===== config.mk =====
export PLATFORM = sky130hd
export DESIGN_NAME = epwm_timer
export DESIGN_NICKNAME = d
export VERILOG_FILES = /design/src/rtl/epwm_pkg.sv /design/src/rtl/epwm_regfile.sv /design/src/rtl/epwm_counter.sv /design/src/rtl/epwm_channel.sv /design/src/rtl/epwm_duty.sv /design/src/rtl/epwm_timer.sv
export SDC_FILE = /design/constraint.sdc
export NUM_CORES = 2
export LEC_CHECK = 0
export ABC_AREA = 1
export BUFFER_PORTS_ARGS = -buffer_cell sky130_fd_sc_hd__buf_2
export CAP_MARGIN = 20
export CELL_PAD_IN_SITES_DETAIL_PLACEMENT = 0
export CELL_PAD_IN_SITES_GLOBAL_PLACEMENT = 1
export CORE_MARGIN = 2
export CORE_UTILIZATION = 35
export DETAILED_ROUTE_END_ITERATION = 8
export PLACE_DENSITY_LB_ADDON = 0.3
export SLEW_MARGIN = 20
export SYNTH_ARGS = -nofsm -noshare
export SYNTH_HDL_FRONTEND = slang
export SYNTH_SLANG_ARGS = --single-unit

===== constraint.sdc =====
create_clock -name clk -period 6.9 [get_ports clk]
set_clock_uncertainty 0.1 [all_clocks]
set_input_delay 1.035 -clock clk [delete_from_list [all_inputs] [get_ports clk]]
set_output_delay 1.035 -clock clk [all_outputs]
set_load 0.05 [all_outputs]

===== src/rtl/epwm_pkg.sv =====
package epwm_pkg;

  // word addresses of the register port
  localparam int CTRL_ADDR = 0;
  localparam int MOD_ADDR  = 1;
  localparam int GLB_ADDR  = 2;
  localparam int CNT_ADDR  = 3;
  localparam int CH_BASE   = 4;

  localparam int PS_W   = 3;
  localparam int PRE_W  = (1 << PS_W) - 1;
  localparam int CTRL_W = 6;

  typedef enum logic [1:0] {
    CLK_OFF   = 2'd0,
    CLK_EVERY = 2'd1,
    CLK_RSV2  = 2'd2,
    CLK_RSV3  = 2'd3
  } clk_mode_e;

  typedef struct packed {
    logic            center;  // bit 5
    logic [PS_W-1:0] presc;   // bits 4:2
    clk_mode_e       cmode;   // bits 1:0
  } ctrl_t;

  // mode pair 2'b10, level pair 2'b00
  localparam logic [3:0] CH_EDGE_HI = 4'b1000;

  function automatic logic edge_hi_sel(input logic [3:0] ctl, input logic center);
    return (!center) && (ctl == CH_EDGE_HI);
  endfunction

  // round-to-nearest scaling of a 16.16 fraction by the period
  function automatic logic [31:0] duty_to_cmp(input logic [31:0] duty,
                                              input logic [31:0] period);
    logic [63:0] prod;
    prod = ({32'd0, duty} * {32'd0, period}) + 64'h8000;
    return 32'(prod >> 16);
  endfunction

endpackage


===== src/rtl/epwm_regfile.sv =====
module epwm_regfile
  import epwm_pkg::*;
#(
  parameter int NCH    = 4,
  parameter int CNT_W  = 16,
  parameter int DATA_W = 32,
  parameter int ADDR_W = 4
) (
  input  logic                       clk,
  input  logic                       rst_n,
  input  logic                       wr,
  input  logic [ADDR_W-1:0]          addr,
  input  logic [DATA_W-1:0]          wdata,
  input  logic [CNT_W-1:0]           count,
  output logic [DATA_W-1:0]          rdata,
  output ctrl_t                      ctrl,
  output logic [CNT_W-1:0]           mod_val,
  output logic                       soft_rst,
  output logic [NCH-1:0][3:0]        ch_ctl,
  output logic [NCH-1:0][CNT_W-1:0]  ch_cmp
);

  ctrl_t                      ctrl_q;
  logic [CNT_W-1:0]           mod_q;
  logic                       glb_q;
  logic [NCH-1:0][3:0]        ctl_q;
  logic [NCH-1:0][CNT_W-1:0]  cmp_q;

  logic unused_wbits;
  assign unused_wbits = ^wdata[DATA_W-1:CNT_W];

  always_ff @(posedge clk or negedge rst_n) begin
    if (!rst_n) begin
      ctrl_q <= '0;
      mod_q  <= '0;
      glb_q  <= 1'b0;
      ctl_q  <= '0;
      cmp_q  <= '0;
    end else begin
      if (wr && addr == ADDR_W'(GLB_ADDR)) glb_q <= wdata[0];
      if (glb_q) begin
        ctrl_q <= '0;
        mod_q  <= '0;
        ctl_q  <= '0;
        cmp_q  <= '0;
      end else if (wr) begin
        if (addr == ADDR_W'(CTRL_ADDR)) ctrl_q <= ctrl_t'(wdata[CTRL_W-1:0]);
        if (addr == ADDR_W'(MOD_ADDR))  mod_q  <= wdata[CNT_W-1:0];
        for (int i = 0; i < NCH; i++) begin
          if (addr == ADDR_W'(CH_BASE + 2*i))     ctl_q[i] <= wdata[3:0];
          if (addr == ADDR_W'(CH_BASE + 2*i + 1)) cmp_q[i] <= wdata[CNT_W-1:0];
        end
      end
    end
  end

  always_comb begin
    rdata = '0;
    if (addr == ADDR_W'(CTRL_ADDR)) rdata = DATA_W'(ctrl_q);
    if (addr == ADDR_W'(MOD_ADDR))  rdata = DATA_W'(mod_q);
    if (addr == ADDR_W'(GLB_ADDR))  rdata = DATA_W'(glb_q);
    if (addr == ADDR_W'(CNT_ADDR))  rdata = DATA_W'(count);
    for (int i = 0; i < NCH; i++) begin
      if (addr == ADDR_W'(CH_BASE + 2*i))     rdata = DATA_W'(ctl_q[i]);
      if (addr == ADDR_W'(CH_BASE + 2*i + 1)) rdata = DATA_W'(cmp_q[i]);
    end
  end

  assign ctrl     = ctrl_q;
  assign mod_val  = mod_q;
  assign soft_rst = glb_q;
  assign ch_ctl   = ctl_q;
  assign ch_cmp   = cmp_q;

endmodule


===== src/rtl/epwm_counter.sv =====
module epwm_counter
  import epwm_pkg::*;
#(
  parameter int CNT_W = 16
) (
  input  logic              clk,
  input  logic              rst_n,
  input  logic              sclr,
  input  logic              run,
  input  logic [PS_W-1:0]   presc,
  input  logic [CNT_W-1:0]  mod_val,
  output logic [CNT_W-1:0]  count,
  output logic [CNT_W-1:0]  mod_act,
  output logic              tick,
  output logic              reload
);

  logic [PRE_W-1:0] pre_q;
  logic [PRE_W-1:0] pre_lim;
  logic [CNT_W-1:0] cnt_q;
  logic [CNT_W-1:0] mod_q;

  assign pre_lim = ~({PRE_W{1'b1}} << presc);
  assign tick    = run && (pre_q >= pre_lim);
  assign reload  = tick && (cnt_q >= mod_q);

  always_ff @(posedge clk or negedge rst_n) begin
    if (!rst_n) begin
      pre_q <= '0;
      cnt_q <= '0;
      mod_q <= '0;
    end else if (sclr) begin
      pre_q <= '0;
      cnt_q <= '0;
      mod_q <= '0;
    end else if (!run) begin
      pre_q <= '0;
      mod_q <= mod_val;
    end else begin
      pre_q <= tick ? '0 : pre_q + 1'b1;
      if (reload) begin
        cnt_q <= '0;
        mod_q <= mod_val;
      end else if (tick) begin
        cnt_q <= cnt_q + 1'b1;
      end
    end
  end

  assign count   = cnt_q;
  assign mod_act = mod_q;

endmodule


===== src/rtl/epwm_channel.sv =====
module epwm_channel
  import epwm_pkg::*;
#(
  parameter int CNT_W = 16
) (
  input  logic              clk,
  input  logic              rst_n,
  input  logic              sclr,
  input  logic              run,
  input  logic              tick,
  input  logic              reload,
  input  logic [CNT_W-1:0]  count,
  input  logic [3:0]        ctl,
  input  logic              center,
  input  logic [CNT_W-1:0]  cmp_val,
  output logic              sel,
  output logic [CNT_W-1:0]  cmp_act,
  output logic              out
);

  logic [CNT_W-1:0] cmp_q;
  logic [CNT_W-1:0] nxt_cnt;
  logic             out_q;

  assign sel     = edge_hi_sel(ctl, center);
  assign nxt_cnt = count + 1'b1;

  always_ff @(posedge clk or negedge rst_n) begin
    if (!rst_n) begin
      cmp_q <= '0;
      out_q <= 1'b0;
    end else if (sclr) begin
      cmp_q <= '0;
      out_q <= 1'b0;
    end else begin
      if (!run || reload) cmp_q <= cmp_val;
      if (!run || !sel)                    out_q <= 1'b0;
      else if (reload)                     out_q <= (cmp_val != '0);
      else if (tick && nxt_cnt == cmp_q)   out_q <= 1'b0;
    end
  end

  assign cmp_act = cmp_q;
  assign out     = out_q;

endmodule


===== src/rtl/epwm_duty.sv =====
module epwm_duty
  import epwm_pkg::*;
#(
  parameter int CNT_W = 16
) (
  input  logic [31:0]      duty,
  input  logic [CNT_W-1:0] period,
  output logic [31:0]      cmp
);

  assign cmp = duty_to_cmp(duty, 32'(period));

endmodule


===== src/rtl/epwm_timer.sv =====
module epwm_timer
  import epwm_pkg::*;
#(
  parameter int NCH    = 4,
  parameter int CNT_W  = 16,
  parameter int DATA_W = 32,
  parameter int ADDR_W = $clog2(CH_BASE + 2*NCH)
) (
  input  logic              clk,
  input  logic              rst_n,
  input  logic              bus_wr,
  input  logic [ADDR_W-1:0] bus_addr,
  input  logic [DATA_W-1:0] bus_wdata,
  output logic [DATA_W-1:0] bus_rdata,
  input  logic [31:0]       duty_frac,
  output logic [31:0]       duty_cmp,
  output logic [NCH-1:0]    pwm_out
);

  ctrl_t                      ctrl;
  logic [CNT_W-1:0]           mod_val;
  logic                       soft_rst;
  logic [NCH-1:0][3:0]        ch_ctl;
  logic [NCH-1:0][CNT_W-1:0]  ch_cmp;

  // named internal events
  logic                       cnt_run;
  logic                       cnt_tick;
  logic                       cnt_reload;
  logic [CNT_W-1:0]           count_q;
  logic [CNT_W-1:0]           mod_act;
  logic [NCH-1:0]             ch_sel;
  logic [NCH-1:0][CNT_W-1:0]  ch_cmp_act;

  assign cnt_run = (ctrl.cmode == CLK_EVERY);

  epwm_regfile #(
    .NCH(NCH), .CNT_W(CNT_W), .DATA_W(DATA_W), .ADDR_W(ADDR_W)
  ) u_regs (
    .clk(clk), .rst_n(rst_n), .wr(bus_wr), .addr(bus_addr), .wdata(bus_wdata),
    .count(count_q), .rdata(bus_rdata), .ctrl(ctrl), .mod_val(mod_val),
    .soft_rst(soft_rst), .ch_ctl(ch_ctl), .ch_cmp(ch_cmp)
  );

  epwm_counter #(.CNT_W(CNT_W)) u_cnt (
    .clk(clk), .rst_n(rst_n), .sclr(soft_rst), .run(cnt_run),
    .presc(ctrl.presc), .mod_val(mod_val), .count(count_q),
    .mod_act(mod_act), .tick(cnt_tick), .reload(cnt_reload)
  );

  for (genvar g = 0; g < NCH; g++) begin : g_ch
    epwm_channel #(.CNT_W(CNT_W)) u_ch (
      .clk(clk), .rst_n(rst_n), .sclr(soft_rst), .run(cnt_run),
      .tick(cnt_tick), .reload(cnt_reload), .count(count_q),
      .ctl(ch_ctl[g]), .center(ctrl.center), .cmp_val(ch_cmp[g]),
      .sel(ch_sel[g]), .cmp_act(ch_cmp_act[g]), .out(pwm_out[g])
    );
  end

  epwm_duty #(.CNT_W(CNT_W)) u_duty (
    .duty(duty_frac), .period(mod_val), .cmp(duty_cmp)
  );

endmodule


==> run_results.csv <==
group,metric,value,unit
worst_setup_path,path_cells,"buf_12 -> buf_8 -> buf_4 -> nand2_1 -> inv_1 -> fa_1 -> fa_1 -> fa_1 -> fa_1 -> fa_1 -> inv_1 -> fa_1 -> inv_2 -> ha_4 -> nand2_2 -> nor2_2 -> inv_2 -> nor2_4 -> inv_2 -> nor4_4 -> nand3_2 -> nand3_4 -> xor2_4 -> buf_6",
timing,tightest_slew,1.11,ns
timing,finalSetupViolCount,32,
worst_setup_path,cp_max_fo,8,
die,die_area,85200,sq um
global_route,grt-ovfl-total,0,
timing,fin_setup_tns,-12.93,ns
logic_synthesis,synth_top_cells_by_area,"fa_1 29%, dfrtp_1 18%, inv_1 13%, nand2_1 12%, ha_1 7.3%",
worst_setup_path,crit_path_max_incr_delay,0.53,ns
hold_path,hold_start,"u_cnt.pre_q[0]",
global_route,grt_pass1_wl,142,mm
clocking,cts_tree,"done",
route,ant_nets,0,
worst_setup_path,rr_endpoint,"g_ch[0].u_ch.cmp_act[10]",
clocking,cts-root-buf,"clkbuf_16",
finish,area_delta_synth_final,26.8,%
clocking,clock_sinks,210,
power,p_sw_frac,0.503,
worst_setup_path,r2r_slack,3.41,ns
die,initial_core_util,0.353,
status,status,"finished, violations left",
hold_path,worstHoldEndpoint,"u_cnt.pre_q[0]",
die,die_w,292,um
power,power_frac_clock,0.104,
worst_setup_path,critPathKind,"in2out",
logic_synthesis,syn_area_per_cell,7.60,sq um
placed_design,dpl_cell_area,33600,sq um
worst_setup_path,slowest_stage,"fa_1",
power,p_per_area,354,nW/um^2
timing,fmax,135,MHz
timing,slew_viol_final,0,
logic_synthesis,syn_area,29000,sq um
clocking,path_clk_slew,0.06,ns
route,wl_per_cell,17.1,um
timing,fin_crit,7.43,ns
global_route,grt_max_degree,115,
clocking,cts_buffer_depth,3,
worst_setup_path,cp.required,5.76,ns
power,ir_drop,0.000573,V
logic_synthesis,synth_top_cell_by_area,"fa_1",
hold_path,holdCritPathClass,"reg2reg",
status,violations,"setup timing",
timing,hold_viol_final,0,
route,drt-total-wl,88.7,mm
power,intPower,6.46,mW
logic_synthesis,yosysUniqueCellTypes,48,
finish,drive_gt1_frac,0.226,
timing,setup_slack,-0.530,ns
route,remaining_drc_errors,0,
clocking,cts_made_buffers,24,
timing,slew_headroom,0.260,
die,pin_count,139,
worst_setup_path,end_kind,"output pin",
global_route,grt_antenna_before_repair,0,
route,first_pass_iters,5,
placed_design,portBuffers,106,
finish,final_area,36800,sq um
worst_setup_path,rr_worst_depth,13,
run,drv_cap,0,
route,vias,24531,
logic_synthesis,ys_seq_area_frac,0.181,
timing,timing.final.crit_share,1.08,
die,core_area,82100,sq um
logic_synthesis,syn_inst,3820,
global_route,grt_usage,0.210,
worst_setup_path,reg2reg_from,"u_cnt.count[0]",
worst_setup_path,crit_start,"duty_frac[13]",
placed_design,place_congestion,0.862,
worst_setup_path,worst_setup_path_start_kind,"primary input",
logic_synthesis,yosys_warnings,0,
route,via_per_inst,4.73,
hold_path,whs_path_depth,1,
worst_setup_path,arrival,6.29,ns
power,power_switching,6.55,mW
worst_setup_path,path_common_cell,"fa_1",
route,drt_iter0_markers,1472,
logic_synthesis,synth_top_area_frac,0.288,
power,p_comb_frac,0.781,
timing,whs,0.391,ns
die,rows,105,
power,seqPwrFrac,0.115,
clocking,clock_latency,0.54,ns
power,p_leak,19.0,nW
clocking,ctsHtreeMaxLevel,1,
logic_synthesis,ys_ff_latch,210,
clocking,ctsHoldBuffers,0,
timing,rsz0062_at_grt,"yes",
placed_design,post-dp-hpwl,72.0,mm
die,dieHeight,292,um
global_route,grt_pass1_vias,25581,
finish,layout.nets,4758,
## metrics by stage
step	setup slack [ns]	power, mW	std cells	utilization
floorplan	-0.256	7.36	3835	-
global placement	-0.829	9.95	5098	0.409
detailed placement	-0.868	9.97	5098	0.409
CTS	-0.553	12.5	5161	0.435
global route	-0.759	13.9	5188	0.448
finish	-0.530	13.0	5189	0.448
## logic make-up after synthesis
family                   synth area share
XOR/XNOR                           0.0240
other                            0.000129
buffers and inverters               0.159
flip-flops                          0.181
AND/OR/NAND/NOR                     0.187
AO/OA/AOI/OAI                      0.0789
multiplexers                      0.00892
adder cells (fa/ha/maj)             0.361
## placed cells by master, fill, tap and decap left out, drive strengths merged, types with 2 or more instances in the layout
master / instances
a31oi: 5
a221oi: 10
buf: 426
bufinv: 2
a21boi: 2
a211oi: 5
o221ai: 12
dfrtp: 210
o21bai: 5
xnor3: 10
xnor2: 15
xor2: 36
mux2: 23
nand3b: 2
nor3: 14
nand2: 906
clkinv: 5
clkbuf: 42
nor4: 23
a21o: 8
fa: 417
o21ai: 210
a21oi: 105
nor2: 207
o22ai: 25
inv: 1004
nand3: 149
nand4: 30
ha: 170
o21a: 10
o211ai: 7
conb: 16
## worst max path at each step
stage | endpoint | slack (ns) | cells past startpoint
6_report | duty_cmp[27] | -0.53 | 24
5_1_grt | duty_cmp[27] | -0.76 | 26
4_1_cts | duty_cmp[20] | -0.55 | 26
3_5_place_dp | duty_cmp[21] | -0.87 | 23
3_3_place_gp | duty_cmp[21] | -0.83 | 21
2_1_floorplan | duty_cmp[29] | -0.26 | 22
## final cells by class
| type | instances | area [sq um] |
|---|---|---|
| Sequential cell | 210 | 5260 |
| Tap cell | 1070 | 1340 |
| Multi-Input combinational cell | 2429 | 21500 |
| Fill cell | 8189 | 45300 |
| Antenna cell | 1 | 2.50 |
| Timing Repair Buffer | 431 | 4090 |
| Clock inverter | 7 | 85.1 |
| Inverter | 1004 | 3770 |
| Clock buffer | 37 | 741 |
## power by group through the flow
stage	logic, mW	clock network [mW]	registers, mW
after floorplan	5.90	0	1.45
after detailed placement	8.46	0	1.51
after global routing	11.0	1.42	1.51
final	10.2	1.36	1.50
after CTS	9.65	1.37	1.49
after global placement	8.44	0	1.51
## repair_timing
item,CTS,global route
endpoints found under the setup margin,32,32
resized for setup,312,255
pin swaps,119,107
buffers inserted,19,23
gates cloned,2,4
## state kept, by name (all words and copies together) (netlist names)
signal             count
u_regs.soft_rst        1
g_ch.u_ch.out          4
u_regs.ch_ctl         16
u_regs.ch_cmp         64
u_cnt.pre_q            7
g_ch.u_ch.cmp_act     64
u_regs.mod_val        16
u_cnt.count           16
u_regs.ctrl            6
u_cnt.mod_act         16
## metal layers
layer,global-route usage,share of wire
met5,0,0
met1,0.308,0.48
met3,0.0178,0.038
met4,0.0224,0.012
met2,0.350,0.47
## critical path: cells and delay by family
kind	cells	cell delay, ns
xor+xnor	1	0.15
buf+inv	9	0.85
simple gates	7	1.00
fa+ha+maj	7	3.24
## cells in the mapped netlist (all sizes together)
cell type,instances
a211oi,5
a21boi,2
a21o,8
a21oi,105
a221oi,10
a31oi,5
and3,1
buf,43
clkbuf,149
conb,1
dfrtp,210
fa,417
ha,170
inv,1004
mux2,23
nand2,906
nand2b,1
nand3,149
nand3b,2
nand4,30
nor2,207
nor3,14
nor3b,1
nor4,23
o2111ai,1
o211ai,7
o21a,10
o21ai,210
o21bai,5
o221ai,12
o22ai,25
o311ai,1
o31ai,1
xnor2,15
xnor3,10
xor2,36
xor3,1
Power figures use the tool's default switching activity.
